<file path="src/rtl/cs_wait_pkg.sv">
package cs_wait_pkg;
  localparam int unsigned DATA_W_DEF    = 16;
  localparam int unsigned WAIT_W_DEF    = 4;
  localparam int unsigned DRAM_W_DEF    = 2;
  localparam int unsigned NUM_SPACE_DEF = 2;

  typedef enum logic {
    SEQ_IDLE = 1'b0,
    SEQ_BUSY = 1'b1
  } seq_state_e;
endpackage

</file>
<file path="src/rtl/cs_wait_regs.sv">
module cs_wait_regs #(
  parameter int unsigned DATA_W    = cs_wait_pkg::DATA_W_DEF,
  parameter int unsigned WAIT_W    = cs_wait_pkg::WAIT_W_DEF,
  parameter int unsigned DRAM_W    = cs_wait_pkg::DRAM_W_DEF,
  parameter int unsigned NUM_SPACE = cs_wait_pkg::NUM_SPACE_DEF
) (
  input  logic                               clk_i,
  input  logic                               rst_ni,
  input  logic                               mrst_i,
  input  logic                               we_i,
  input  logic                               sel_i,
  input  logic [DATA_W-1:0]                  wdata_i,
  output logic [DATA_W-1:0]                  rdata_o,
  output logic [NUM_SPACE-1:0][WAIT_W-1:0]   space_wait_o,
  output logic [WAIT_W-1:0]                  dma_wait_o,
  output logic [DRAM_W-1:0]                  dram_cyc_o
);
  localparam int unsigned SPC_BITS = NUM_SPACE * WAIT_W;
  localparam int unsigned DMA_BITS = DRAM_W + WAIT_W;
  localparam logic [DMA_BITS-1:0] DMA_RST = {{DRAM_W{1'b0}}, {WAIT_W{1'b1}}};

  logic [SPC_BITS-1:0] space_q;
  logic [DMA_BITS-1:0] dma_q;

  // space register: power-on and manual reset
  always_ff @(posedge clk_i or negedge rst_ni) begin
    if (!rst_ni) begin
      space_q <= '1;
    end else if (mrst_i) begin
      space_q <= '1;
    end else if (we_i && !sel_i) begin
      space_q <= wdata_i[SPC_BITS-1:0];
    end
  end

  // DMA register: power-on reset only
  always_ff @(posedge clk_i or negedge rst_ni) begin
    if (!rst_ni) begin
      dma_q <= DMA_RST;
    end else if (we_i && sel_i && !mrst_i) begin
      dma_q <= wdata_i[DMA_BITS-1:0];
    end
  end

  for (genvar g = 0; g < NUM_SPACE; g++) begin : g_field
    assign space_wait_o[g] = space_q[g*WAIT_W +: WAIT_W];
  end

  assign dma_wait_o = dma_q[WAIT_W-1:0];
  assign dram_cyc_o = dma_q[DMA_BITS-1:WAIT_W];

  always_comb begin
    rdata_o = '0;
    if (sel_i) rdata_o[DMA_BITS-1:0] = dma_q;
    else       rdata_o[SPC_BITS-1:0] = space_q;
  end

  logic unused_wdata;
  assign unused_wdata = ^wdata_i;


  p_mrst_space_r7: assert property (@(posedge clk_i) disable iff (!rst_ni)
    mrst_i |=> (space_q == '1));

  p_mrst_dma_keep_r7: assert property (@(posedge clk_i) disable iff (!rst_ni)
    mrst_i |=> $stable(dma_q));
endmodule

</file>
<file path="src/rtl/cs_wait_sel.sv">
module cs_wait_sel #(
  parameter int unsigned WAIT_W    = cs_wait_pkg::WAIT_W_DEF,
  parameter int unsigned NUM_SPACE = cs_wait_pkg::NUM_SPACE_DEF,
  parameter int unsigned IDX_W     = $clog2(NUM_SPACE)
) (
  input  logic [NUM_SPACE-1:0][WAIT_W-1:0] space_wait_i,
  input  logic [WAIT_W-1:0]                dma_wait_i,
  input  logic [IDX_W-1:0]                 space_i,
  input  logic                             dma_sa_i,
  output logic [WAIT_W-1:0]                count_o
);
  always_comb begin
    count_o = '0;
    if (dma_sa_i) begin
      count_o = dma_wait_i;
    end else begin
      for (int i = 0; i < NUM_SPACE; i++) begin
        if (space_i == IDX_W'(i)) count_o = space_wait_i[i];
      end
    end
  end
endmodule

</file>
<file path="src/rtl/cs_wait_seq.sv">
module cs_wait_seq #(
  parameter int unsigned WAIT_W = cs_wait_pkg::WAIT_W_DEF
) (
  input  logic              clk_i,
  input  logic              rst_ni,
  input  logic              mrst_i,
  input  logic              start_i,
  input  logic [WAIT_W-1:0] load_cnt_i,
  input  logic              ext_wait_ni,
  output logic              ready_o
);
  import cs_wait_pkg::*;

  localparam logic [WAIT_W-1:0] ONE = WAIT_W'(1);

  seq_state_e        state_q;
  logic [WAIT_W-1:0] cnt_q;
  logic              ext_en_q;
  logic              busy;
  logic              cnt_done;

  assign busy     = (state_q == SEQ_BUSY);
  assign cnt_done = (cnt_q == '0);
  assign ready_o  = busy && cnt_done && (!ext_en_q || ext_wait_ni);

  always_ff @(posedge clk_i or negedge rst_ni) begin
    if (!rst_ni) begin
      state_q  <= SEQ_IDLE;
      cnt_q    <= '0;
      ext_en_q <= 1'b0;
    end else if (mrst_i) begin
      state_q  <= SEQ_IDLE;
      cnt_q    <= '0;
      ext_en_q <= 1'b0;
    end else begin
      case (state_q)
        SEQ_IDLE: begin
          if (start_i) begin
            state_q  <= SEQ_BUSY;
            cnt_q    <= load_cnt_i;
            ext_en_q <= (load_cnt_i != '0);
          end
        end
        SEQ_BUSY: begin
          if (!cnt_done)    cnt_q   <= cnt_q - ONE;
          else if (ready_o) state_q <= SEQ_IDLE;
        end
        default: state_q <= SEQ_IDLE;
      endcase
    end
  end

  // one step per cycle, no reload mid-access
  p_count_down_r9: assert property (@(posedge clk_i) disable iff (!rst_ni || mrst_i)
    (busy && !cnt_done) |=> (busy && cnt_q == $past(cnt_q) - ONE));
  p_zero_start_r3: assert property (@(posedge clk_i) disable iff (!rst_ni || mrst_i)
    (!busy && start_i && load_cnt_i == '0) |=> ready_o);
  p_no_early_ready_r4: assert property (@(posedge clk_i) disable iff (!rst_ni)
    !cnt_done |-> !ready_o);
  p_ready_pulse_r8: assert property (@(posedge clk_i) disable iff (!rst_ni || mrst_i)
    ready_o |=> !ready_o);
  p_end_by_ready_r8: assert property (@(posedge clk_i) disable iff (!rst_ni || mrst_i)
    (busy && !ready_o) |=> busy);
endmodule

</file>
<file path="src/rtl/cs_wait_ctrl.sv">
module cs_wait_ctrl #(
  parameter int unsigned DATA_W    = cs_wait_pkg::DATA_W_DEF,
  parameter int unsigned WAIT_W    = cs_wait_pkg::WAIT_W_DEF,
  parameter int unsigned DRAM_W    = cs_wait_pkg::DRAM_W_DEF,
  parameter int unsigned NUM_SPACE = cs_wait_pkg::NUM_SPACE_DEF
) (
  input  logic                         clk_i,
  input  logic                         rst_ni,
  input  logic                         mrst_i,
  input  logic                         reg_we_i,
  input  logic                         reg_sel_i,
  input  logic [DATA_W-1:0]            reg_wdata_i,
  output logic [DATA_W-1:0]            reg_rdata_o,
  input  logic                         acc_start_i,
  input  logic [$clog2(NUM_SPACE)-1:0] acc_space_i,
  input  logic                         dma_sa_i,
  input  logic                         ext_wait_ni,
  output logic                         ready_o,
  output logic [DRAM_W-1:0]            dram_cyc_o
);
  localparam int unsigned IDX_W = $clog2(NUM_SPACE);

  logic [NUM_SPACE-1:0][WAIT_W-1:0] space_wait;
  logic [WAIT_W-1:0]                dma_wait;
  logic [WAIT_W-1:0]                load_cnt;

  cs_wait_regs #(
    .DATA_W(DATA_W), .WAIT_W(WAIT_W), .DRAM_W(DRAM_W), .NUM_SPACE(NUM_SPACE)
  ) u_regs (
    .clk_i       (clk_i),
    .rst_ni      (rst_ni),
    .mrst_i      (mrst_i),
    .we_i        (reg_we_i),
    .sel_i       (reg_sel_i),
    .wdata_i     (reg_wdata_i),
    .rdata_o     (reg_rdata_o),
    .space_wait_o(space_wait),
    .dma_wait_o  (dma_wait),
    .dram_cyc_o  (dram_cyc_o)
  );

  cs_wait_sel #(
    .WAIT_W(WAIT_W), .NUM_SPACE(NUM_SPACE), .IDX_W(IDX_W)
  ) u_sel (
    .space_wait_i(space_wait),
    .dma_wait_i  (dma_wait),
    .space_i     (acc_space_i),
    .dma_sa_i    (dma_sa_i),
    .count_o     (load_cnt)
  );

  cs_wait_seq #(
    .WAIT_W(WAIT_W)
  ) u_seq (
    .clk_i      (clk_i),
    .rst_ni     (rst_ni),
    .mrst_i     (mrst_i),
    .start_i    (acc_start_i),
    .load_cnt_i (load_cnt),
    .ext_wait_ni(ext_wait_ni),
    .ready_o    (ready_o)
  );
endmodule

</file>
<file path="config.mk">
export PLATFORM = sky130hd
export DESIGN_NAME = cs_wait_ctrl
export DESIGN_NICKNAME = d
export VERILOG_FILES = /design/src/rtl/cs_wait_pkg.sv /design/src/rtl/cs_wait_regs.sv /design/src/rtl/cs_wait_sel.sv /design/src/rtl/cs_wait_seq.sv /design/src/rtl/cs_wait_ctrl.sv
export SDC_FILE = /design/constraint.sdc
export NUM_CORES = 1
export LEC_CHECK = 0
export BUFFER_PORTS_ARGS = -buffer_cell sky130_fd_sc_hd__clkbuf_2
export CAP_MARGIN = 20
export CORE_UTILIZATION = 48
export CTS_CLUSTER_DIAMETER = 30
export DETAILED_ROUTE_END_ITERATION = 6
export PLACE_DENSITY = 0.83
export SYNTH_ARGS = -nofsm -noshare
export SYNTH_HDL_FRONTEND = slang
export SYNTH_SLANG_ARGS = --single-unit
</file>
<file path="constraint.sdc">
create_clock -name clk_i -period 1.7 [get_ports clk_i]
set_input_delay 0.34 -clock clk_i [delete_from_list [all_inputs] [get_ports clk_i]]
set_output_delay 0.34 -clock clk_i [all_outputs]
set_load 0.005 [all_outputs]
</file>
# After elaboration in Yosys (flattened, before gate mapping)
# Cells that the tools add are included.
# op_classes
addsub	1
eq_ne	3
mux	18
bitwise	1
reduce_logical	15
# op_table
operator	count
2-to-1 mux 4 bit	5
2-to-1 mux 8 bit	2
case mux 4 bit (2 select lines)	1
2-to-1 mux 1 bit	7
2-to-1 mux 6 bit	1
!= test 3 bit, second input constant	2
logical AND 1 bit	5
logical NOT 4 bit	1
AND reduction 2 bit	2
nonzero test 2 bit	2
nonzero test 4 bit	1
subtractor 4 x 1 -> 4 bit, second input constant	1
logical NOT 1 bit	3
2-to-1 mux 2 bit	1
!= test 2 bit, second input constant	1
case mux 1 bit (2 select lines)	1
logical OR 1 bit	1
NOT 1 bit	1
# totals
ff_bits	20
out_inout_bits	19

# Longest topological paths before layout
# Gate-level depths: netlist of the first run.
# depth
ltp_word	7
depth_mapped	6
mapped_depth_nobuf	6

# Hierarchy
# From an unflattened synthesis of the first run, not the netlist that was laid out.
# hier_totals
hier_cells	122
hier_area_um2	1226.2
# by_module_without_submodules
mod	n_inst	cells_each	area_each_um2	seq_area_each_um2
cs_wait_regs	1	74	782.0	365.4
cs_wait_seq	1	35	357.8	150.1
cs_wait_sel	1	13	86.3	0.0

# Least setup slack after synthesis of the first run
# OpenSTA, ideal clock, no wires.
# synth_timing
kind	reg2reg
start	register u_seq.cnt_q[0]
end	register u_seq.cnt_q[2]
setup_ns	0.121
arrival_time_ns	1.174
path_slack_ns	0.405
stages_incl_launch_ff	7
n_path_buf	0
path_cell_list	dfrtp_1 -> inv_1 -> ha_1 -> nand4bb_1 -> and3b_4 -> a31oi_1 -> o21ai_1
# synth_via
elab_chain_cells	4
# synth_rtl
item	line_no	rtl
start: declaration	cs_wait_seq.sv:17	logic [WAIT_W-1:0] cnt_q;
start signal: assignment	cs_wait_seq.sv:40	cnt_q <= load_cnt_i;
start signal: assignment	cs_wait_seq.sv:45	if (!cnt_done) cnt_q <= cnt_q - ONE;
subtractor 4 x 1 -> 4 bit	cs_wait_seq.sv:45	
2-to-1 mux 4 bit	cs_wait_seq.sv:45	
case mux 4 bit (2 select lines)	cs_wait_seq.sv:36	case (state_q)
2-to-1 mux 4 bit	cs_wait_seq.sv:31	end else if (mrst_i) begin
# Several ways; a longest one is shown, not always the timed one. The select of a mux whose other input is x is not followed.
# A chain may end at the register's enable or synchronous reset.

# Worst setup path after layout of the first run
# layout_timing
start	register u_seq.cnt_q[0]
end	output port ready_o
# layout_via
elab_chain_cells	3
# layout_rtl
item	line_no	rtl
logical NOT 4 bit	cs_wait_seq.sv:23	assign cnt_done = (cnt_q == '0);
logical AND 1 bit (2 in series)	cs_wait_seq.sv:24	assign ready_o = busy && cnt_done && (!ext_en_q || ext_wait_ni);
end: declaration	cs_wait_ctrl.sv:18	output logic ready_o,
# No other way between the ends.

==> run_results.csv, run 1 <==
group,metric,value,unit
routing,drtPass1Iterations,6,
pwr,power_density,966,nW/um^2
sta,final_max_slew_viol_count,0,
logic_synthesis,yosysSeqAreaShare,0.431,
worst_setup_path,path_class,"register to output pin",
clocking,root_buffer,"clkbuf_4",
worst_setup_path,r2r_start,"u_seq.cnt_q[0]",
job,cap_viol_max_count,0,
sta,min_period_over_period,1.01,
cells_and_area,finish.instance_area,1460,sq um
worst_setup_path,worstRegToRegCells,6,
die,die_w,51.9,um
clocking,path_clk_slew,0.12,ns
routing,post_drt_wl_per_cell,14.7,um
sta,tns,-0.0135,ns
sta,fmax,584,MHz
routing,drt_iter0_drc,11,
placed_design,gp_congestion,0.790,
grt,grtUsageTotal,0.218,
worst_setup_path,crit_fanout,2,
clocking,tritoncts,"done",
logic_synthesis,synth_area_leaders,"dfstp_2, dfrtp_1, mux2_2",
pwr,peakVddDrop,0.861,mV
logic_synthesis,syn_inst,104,
logic_synthesis,synth-warning-count,0,
clocking,cts_buffers,3,
sta,worst_clock_skew,0.00203,ns
worst_hold_path,worstHoldPathCells,2,
routing,vias,900,
worst_setup_path,crit_required,1.36,ns
logic_synthesis,synthesis.area,1200,sq um
worst_hold_path,min_from,"reg_wdata_i[7]",
clocking,clk_latency,0.31,ns
grt,antenna_found_initial,0,
die,initial_utilization,0.526,
cells_and_area,utilization,0.639,
clocking,cts_sinks,20,
grt,grt_overflow_total,0,
status,status,"complete, but fails checks",
cells_and_area,drive_gt1_frac,0.529,
die,core.rowCount,17,
placed_design,numPortBuffers,27,
worst_setup_path,startpoint_type,"register",
routing,ant_nets,0,
grt,grt_pass1_vias,884,
routing,drc,0,
logic_synthesis,ys_types,32,
worst_setup_path,rr_endpoint,"u_seq.cnt_q[3]",
cells_and_area,syn2layout_area_growth,21.7,%
logic_synthesis,post_synth.cell_area_avg,11.5,sq um
clocking,clk_path_buf_depth,2,
pwr,leakage,0.671,nW
routing,drt_wl_total,2480,um
cells_and_area,layout_commonest_cell,"clkbuf_2",
worst_setup_path,worst_setup_path_end_kind,"output pin",
die,die_area,2700,sq um
worst_hold_path,hp-class,"primary input to register",
die,die-height,51.9,um
placed_design,hpwlAfterDp,1730,um
sta,period_needed,1.71,ns
sta,fin_ws,-0.0135,ns
status,violations,"negative setup slack",
sta,fin_hold_ws,0.231,ns
cells_and_area,num_antenna_cells,0,
cells_and_area,num-nets-final,168,
routing,vias_per_cell,5.36,
placed_design,dp_slack,0.170,ns
clocking,cts_htree_levels,1,
die,coreArea,2280,sq um
sta,setup_viol,1,
sta,rsz0062_at_grt,"yes",
placed_design,dpl-instance-area,1320,sq um
logic_synthesis,synth_top_area_share,0.264,
die,num_io_pins,44,
logic_synthesis,synth_top_cell_by_area,"dfstp_2",
cells_and_area,final_cell_mix,"clkbuf_2, mux2_2, dfstp_2",
worst_setup_path,rrSetupSlack,0.15,ns
grt,grt_start_max_net_pins,21,
worst_hold_path,whs_endpoint,"u_regs.space_wait_o[7]",
worst_setup_path,arrival,1.37,ns
logic_synthesis,ys_ff_latch,20,
sta,final_hold_viol_count,0,
grt,grt_first_pass_wirelength,4260,um
==> timing repair <==
item                       in CTS  in global routing
setup endpoints to repair       1                  1
gates cloned                    0                  0
buffers inserted                6                  1
hold endpoints to repair        8                  0
gates resized for setup         5                  1
hold buffers                    1                  0
==> layout make-up <==
class / count / area (sq um)
Tap cell: 28 / 35.0
Clock inverter: 1 / 30.0
Fill cell: 194 / 821
Timing Repair Buffer: 36 / 205
Inverter: 6 / 22.5
Clock buffer: 3 / 22.5
Multi-Input combinational cell: 74 / 624
Sequential cell: 20 / 515
==> worst max path at each step <==
stage,depth (start not counted),startpoint,endpoint,slack [ns]
2_1_floorplan,6,u_seq.cnt_q[0],u_seq.cnt_q[2],0.41
3_3_place_gp,5,acc_space_i,u_seq.cnt_q[1],0.21
3_5_place_dp,5,acc_space_i,u_seq.cnt_q[1],0.17
4_1_cts,5,u_seq.cnt_q[0],ready_o,0.001
5_1_grt,5,u_seq.cnt_q[0],ready_o,-0.08
6_report,5,u_seq.cnt_q[0],ready_o,-0.01
==> state kept, by name, indices dropped and copies added (netlist names) <==
name	cells
u_regs.space_wait_o	8
u_regs.dma_q	6
u_seq.cnt_q	4
u_seq.busy	1
u_seq.ext_en_q	1
==> critical path, cell delays in order (launching register included) <==
cell,delay [ns]
dfrtp_1,0.41
inv_2,0.09
ha_4,0.13
nand4bb_1,0.15
a21oi_2,0.16
buf_2,0.13
==> kinds of logic after synthesis <==
family / after synthesis / share of synthesized area
other: 1 / 0.00314
adders and majority gates: 2 / 0.0209
buffers and inverters: 17 / 0.0826
AOI/OAI and AO/OA: 20 / 0.131
DFF: 20 / 0.431
and+or+nand+nor: 22 / 0.133
muxes: 21 / 0.191
xor gates and xnor gates: 1 / 0.00732
==> synthesized netlist by cell type (all sizes together) <==
| master | instances |
|---|---|
| a211o | 8 |
| a21oi | 4 |
| a22o | 3 |
| a311oi | 1 |
| a31oi | 1 |
| and3b | 1 |
| buf | 10 |
| clkbuf | 1 |
| conb | 1 |
| dfrtp | 8 |
| dfstp | 12 |
| ha | 2 |
| inv | 6 |
| mux2 | 15 |
| mux2i | 6 |
| nand2 | 1 |
| nand3 | 1 |
| nand3b | 1 |
| nand4bb | 1 |
| nor2 | 1 |
| nor2b | 11 |
| nor3 | 1 |
| nor3b | 3 |
| o21ai | 3 |
| or2 | 1 |
| xor2 | 1 |
==> where the power goes <==
| group | leakage, nW | switching, mW | internal, mW |
|---|---|---|---|
| Clock | 0.0279 | 0.158 | 0.238 |
| Sequential | 0.228 | 0.0521 | 0.562 |
| Combinational | 0.415 | 0.178 | 0.218 |
| Total | 0.671 | 0.388 | 1.02 |
==> metrics by stage <==
stage / cells / power (mW)
floorplan: 111 / 0.846
global placement: 156 / 0.934
detailed placement: 156 / 0.954
CTS: 167 / 1.41
global route: 168 / 1.49
finish: 168 / 1.41
==> layer usage <==
metal / global-route usage / vias up / wire length [um]
met4: 0.0405 / 0 / 15
met2: 0.389 / 31 / 1280
met3: 0.0673 / 2 / 141
met5: 0 / - / 0
li1: - / 424 / -
met1: 0.255 / 443 / 1040
No activity file was read; power rests on OpenSTA's default activity.
==> run 2: changes to the inputs <==
Settings changed: PLACE_DENSITY 0.83 to not set, PLACE_DENSITY_LB_ADDON set to 0.08.
==> run_results.csv, run 2 (synthesized netlist as in run 1, its figures left out) <==
group,metric,value,unit
worst_setup_path,worstRegToRegCells,12,
worst_hold_path,min_from,"reg_wdata_i[6]",
die,coreArea,2280,sq um
pwr,power_switching,0.413,mW
grt,antenna_found_initial,0,
worst_setup_path,crit_required,1.89,ns
cells_and_area,drive_gt1_frac,0.578,
worst_setup_path,rrSetupSlack,-0.08,ns
pwr,sw_frac_of_total,0.300,
cells_and_area,final_cell_mix,"clkbuf_2, buf_4, mux2_2",
cells_and_area,num_antenna_cells,0,
die,initial_utilization,0.526,
sta,final_max_slew_viol_count,0,
routing,post_drt_wl_per_cell,15.6,um
placed_design,gp_congestion,0.751,
grt,grt_start_max_net_pins,21,
grt,grt_first_pass_wirelength,4130,um
cells_and_area,regArea,515,sq um
cells_and_area,syn2layout_area_growth,27.4,%
die,core.rowCount,17,
cells_and_area,multi_input_area,657,sq um
clocking,cts_buffers,3,
pwr,p_comb_frac,0.348,
worst_setup_path,startpoint_type,"register",
cells_and_area,fillers,181,
pwr,power,1.37,mW
cells_and_area,stdcell_count,175,
placed_design,numPortBuffers,27,
cells_and_area,num-nets-final,175,
die,die_w,51.9,um
worst_setup_path,crit_fanout,2,
worst_setup_path,worst-path-stages,12,
cells_and_area,utilization,0.670,
worst_setup_path,critPathTopFamily,"buffers and inverters",
sta,worst_clock_skew,0.00220,ns
worst_setup_path,critPathMaxStageDelay,0.40,ns
die,num_io_pins,44,
sta,min_period_over_period,1.05,
clocking,clk_path_buf_depth,2,
worst_hold_path,whs_endpoint,"u_regs.space_wait_o[6]",
pwr,p_int,0.962,mW
cells_and_area,layout_commonest_cell,"clkbuf_2",
clocking,clk_latency,0.29,ns
pwr,power_density,902,nW/um^2
worst_setup_path,crit_chain,"inv_2 -> buf_4 -> buf_4 -> buf_4 -> buf_4 -> buf_4 -> buf_4 -> ha_4 -> inv_2 -> o21ai_2 -> nand3_1 -> o21ai_1",
worst_setup_path,r2r_start,"u_seq.cnt_q[0]",
die,die-height,51.9,um
clocking,cts_htree_levels,1,
placed_design,hpwlAfterDp,1700,um
status,status,"complete, but fails checks",
placed_design,place_inst,156,
cells_and_area,largest_register_ffs,8,
sta,setup_viol,1,
routing,drt_iter0_drc,25,
worst_setup_path,worst_setup_path_end_kind,"register",
worst_setup_path,cp_slowest_cell,"dfrtp_1",
sta,rsz0062_at_grt,"yes",
sta,period_needed,1.78,ns
sta,fin_ws,-0.0806,ns
pwr,seq_power_share,0.451,
job,cap_viol_max_count,0,
worst_setup_path,cpMostUsedCell,"buf_4",
pwr,pwr-share-clk,0.200,
grt,grt_pass1_vias,876,
pwr,peakVddDrop,0.606,mV
clocking,root_buffer,"clkbuf_4",
clocking,tritoncts,"done",
worst_hold_path,hp-class,"primary input to register",
clocking,path_clk_slew,0.11,ns
routing,vias,948,
grt,grtUsageTotal,0.210,
routing,ant_nets,0,
grt,grt_overflow_total,0,
pwr,leakage,0.700,nW
sta,fmax,562,MHz
worst_setup_path,arrival,1.97,ns
routing,vias_per_cell,5.42,
worst_setup_path,path_class,"register to register",
routing,drt_wl_total,2730,um
worst_setup_path,rr_endpoint,"u_seq.cnt_q[2]",
routing,drtPass1Iterations,5,
die,die_area,2700,sq um
clocking,cts_sinks,20,
sta,final_hold_viol_count,0,
routing,drc,0,
worst_setup_path,critPathBufInv,8,
worst_hold_path,worstHoldPathCells,2,
sta,tns,-0.0806,ns
status,violations,"negative setup slack",
placed_design,dp_slack,0.177,ns
[run 2: cell count changes in the layout (fill, tap and decap cells not counted)]
cell	before	now
buf_4	8	15
nand4bb_4	0	1
o21ai_2	0	1
o21ai_0	2	1
nand4bb_1	1	0
bufinv_16	1	0
inv_2	2	3
inv_1	4	3
clkbuf_8	0	1
ha_1	1	0
ha_4	1	2
[run 2: layer usage]
layer | track usage | wire (um) | part of all wire
met2 | 0.348 | 1400 | 0.51
met4 | 0.0766 | 29 | 0.011
met3 | 0.0292 | 125 | 0.046
met1 | 0.275 | 1180 | 0.43
met5 | 0 | 0 | 0
[run 2: final cells by class]
class,count,share of cell area
clock buffers,4,0.0238
inverters,6,0.0148
multi-input cells,74,0.431
flip-flops and latches,20,0.338
well taps,28,0.0230
repair buffers,43,0.169
[run 2: how the worst max path moves through the flow]
stage	end	startpoint	slack, ns
6_report	u_seq.cnt_q[2]	u_seq.cnt_q[0]	-0.08
3_3_place_gp	u_seq.cnt_q[1]	acc_space_i	0.21
5_1_grt	u_seq.cnt_q[2]	u_seq.cnt_q[0]	-0.10
2_1_floorplan	u_seq.cnt_q[2]	u_seq.cnt_q[0]	0.41
4_1_cts	ready_o	u_seq.cnt_q[1]	0.007
3_5_place_dp	ready_o	u_seq.cnt_q[0]	0.18
[run 2: per-stage QoR]
step,cell area [sq um],hold WS [ns]
after floorplan,1220,0.0444
after global placement,1320,0.335
after detailed placement,1320,0.323
after CTS,1480,0.240
after global routing,1520,0.233
final,1520,0.249
[run 2: power by group through the flow]
stage	sequential, mW	clock [mW]	combinational (mW)
2_1_floorplan	0.607	0	0.239
3_3_place_gp	0.618	0	0.320
3_5_place_dp	0.623	0	0.330
4_1_cts	0.613	0.282	0.419
5_1_grt	0.630	0.302	0.526
6_report	0.621	0.276	0.479
[run 2: timing repair]
action | in CTS | in global routing
gates resized for setup | 5 | 7
setup buffers | 12 | 2
endpoints found under the hold margin | 8 | 0
hold buffers | 1 | 0
pin swaps | 1 | 2
endpoints found under the setup margin | 1 | 2
==> run 3: changes to the inputs <==
Settings changed: ABC_AREA set to 1.
==> run_results.csv, run 3 <==
group,metric,value,unit
status,status,"complete, but fails checks",
status,violations,"negative setup slack",
sta,fmax,580,MHz
grt,met3_usage,0.0380,
sta,setup_viol,1,
sta,worstMarginPinSlew,0.509,ns
logic_synthesis,synth_top_area_share,0.264,
cells_and_area,num-nets-final,224,
logic_synthesis,synth_enable_flop_cells,0,
logic_synthesis,synth_area_leaders,"dfstp_2, dfrtp_1, nand2_1",
routing,ant_nets,0,
die,num_io_pins,44,
die,coreArea,2280,sq um
worst_setup_path,critPathMaxStageDelay,0.40,ns
routing,drc,0,
logic_synthesis,ys_ff_latch,20,
grt,grtUsageTotal,0.244,
grt,grtUsageMet2,0.457,
worst_setup_path,arrival,1.38,ns
cells_and_area,drive_gt1_frac,0.344,
placed_design,numPortBuffers,27,
worst_setup_path,crit_required,1.36,ns
worst_setup_path,path_class,"register to output pin",
pwr,leakage,0.793,nW
worst_setup_path,startpoint_type,"register",
clocking,cts_htree_levels,1,
routing,drt_iter0_drc,33,
logic_synthesis,yosysSeqAreaShare,0.432,
sta,period_needed,1.72,ns
die,die_w,51.9,um
sta,worst_clock_skew,0.00851,ns
logic_synthesis,ys.flop_type,"dfstp_2",
sta,fin_hold_ws,0.244,ns
cells_and_area,syn2layout_area_growth,21.2,%
logic_synthesis,yosysMostFrequentCell,"nand2_1",
die,core.rowCount,17,
cells_and_area,largest_register_ffs,8,
worst_setup_path,critPathTopFamily,"flip-flops",
sta,final_hold_viol_count,0,
worst_setup_path,crit_start,"u_seq.cnt_q[1]",
placed_design,dp_slack,0.247,ns
die,die-height,51.9,um
cells_and_area,utilization,0.636,
cells_and_area,final_cell_mix,"nand2_1, clkbuf_2, inv_1",
cells_and_area,fillers,223,
worst_setup_path,r2r_start,"u_seq.cnt_q[1]",
logic_synthesis,ys_top_cells_by_count,"nand2_1, inv_1, o21ai_0",
clocking,cts_buffers,3,
sta,min_period_over_period,1.01,
placed_design,gp_congestion,0.842,
grt,antenna_found_initial,0,
logic_synthesis,ys_types,20,
die,initial_utilization,0.524,
logic_synthesis,async_reset_ff_frac,1.00,
sta,rsz0062_at_grt,"yes",
cells_and_area,layout_commonest_cell,"nand2_1",
routing,vias,1163,
pwr,peakVddDrop,0.516,mV
worst_hold_path,min_from,"reg_wdata_i[0]",
clocking,path_clk_slew,0.12,ns
grt,grt_first_pass_wirelength,4780,um
clocking,cts_sinks,20,
worst_setup_path,crit_fanout,2,
sta,final_max_slew_viol_count,0,
routing,drtPass1Iterations,4,
grt,grt_start_max_net_pins,21,
die,die_area,2690,sq um
logic_synthesis,post_synth.cell_area_avg,7.55,sq um
worst_setup_path,critPathBufInv,3,
worst_setup_path,crit_chain,"inv_2 -> ha_4 -> nand2_2 -> nor3_2 -> nand2_1 -> inv_1 -> clkbuf_2",
worst_setup_path,cp_slowest_cell,"dfrtp_1",
pwr,power_density,830,nW/um^2
sta,fin_ws,-0.0247,ns
job,cap_viol_max_count,0,
sta,max_slew_margin,0.660,
logic_synthesis,synthesis.area,1190,sq um
worst_setup_path,worst_setup_path_end_kind,"output pin",
logic_synthesis,syn_inst,158,
pwr,power,1.20,mW
routing,post_drt_wl_per_cell,12.0,um
routing,vias_per_cell,5.22,
grt,grt_busiest_layer,"met2",
placed_design,hpwlAfterDp,1940,um
grt,grt_util_met1,0.263,
clocking,tritoncts,"done",
grt,grt_overflow_total,0,
cells_and_area,num_antenna_cells,0,
routing,drt_wl_total,2690,um
sta,tns,-0.0247,ns
logic_synthesis,synth_top_cell_by_area,"dfstp_2",
logic_synthesis,synth-warning-count,0,
clocking,clk_latency,0.31,ns
grt,grt_pass1_vias,1161,
clocking,root_buffer,"clkbuf_4",
clocking,clk_path_buf_depth,2,
worst_hold_path,hp-class,"primary input to register",
## run 3: cell types whose count changed in the layout (fill, tap and decap cells not counted), sizes merged, moves of 11 or more
cell,delta
nand2,+36
inv,+19
o21ai,+14
nor2,+13
mux2,-12
nor2b,-11
## run 3: logic make-up (layout without fill, tap and decap cells)
family | Yosys count | after routing | synth area share
flops | 20 | 20 | 0.432
fa+ha+maj | 2 | 2 | 0.0210
simple gates | 64 | 64 | 0.237
mux | 3 | 3 | 0.0283
buf+inv | 36 | 66 | 0.140
compound gates | 32 | 32 | 0.138
other cells | 1 | 8 | 0.00314
## run 3: final cells by class
type / count / area, sq um / area share
repair buffers: 38 / 220 / 0.152
well taps: 28 / 35.0 / 0.0242
flip-flops and latches: 20 / 515 / 0.356
inverters: 25 / 93.8 / 0.0649
multi-input cells: 109 / 559 / 0.387
clock buffers: 3 / 22.5 / 0.0156
## run 3: what timing repair did
action | in CTS | in global routing
setup endpoints to repair | 1 | 2
hold endpoints to repair | 8 | 0
resized for setup | 6 | 3
pin swaps | 2 | 3
setup buffers | 8 | 0
hold buffers | 1 | 0
## run 3: final timing paths
| kind | to | cells past startpoint | slack, ns |
|---|---|---|---|
| max reg2reg | u_seq.busy | 11 | 0.13 |
| min in group asynchronous | u_seq.cnt_q[2] | 2 | 0.52 |
| max | ready_o | 7 | -0.02 |
| min reg2reg | u_seq.cnt_q[1] | 2 | 0.50 |
| max in group asynchronous | u_regs.space_wait_o[5] | 2 | 0.81 |
| min | u_regs.dma_q[0] | 3 | 0.24 |
## run 3: metrics by stage
| stage | cells | instance area [sq um] |
|---|---|---|
| 6_report | 223 | 1450 |
| 5_1_grt | 223 | 1450 |
| 4_1_cts | 224 | 1450 |
| 3_5_place_dp | 212 | 1340 |
| 3_3_place_gp | 212 | 1340 |
| 2_1_floorplan | 165 | 1220 |
## run 3: power by group
part / internal [mW] / total [mW] / switching (mW) / leakage, nW
Combinational: 0.166 / 0.364 / 0.198 / 0.552
Clock: 0.0828 / 0.231 / 0.148 / 0.0138
Sequential: 0.559 / 0.605 / 0.0458 / 0.228
Total: 0.808 / 1.20 / 0.392 / 0.793
## run 3: worst min-delay path: cells and delay by family
family          cells  cell delay (ns)
buf+inv             1             0.09
compound gates      1             0.04
simple gates        1             0.09
## run 3: layer usage
layer / routed length [um] / vias to the layer above
met5: 0 / -
met4: 44 / 0
met3: 171 / 5
met2: 1400 / 47
li1: - / 563
met1: 1070 / 548
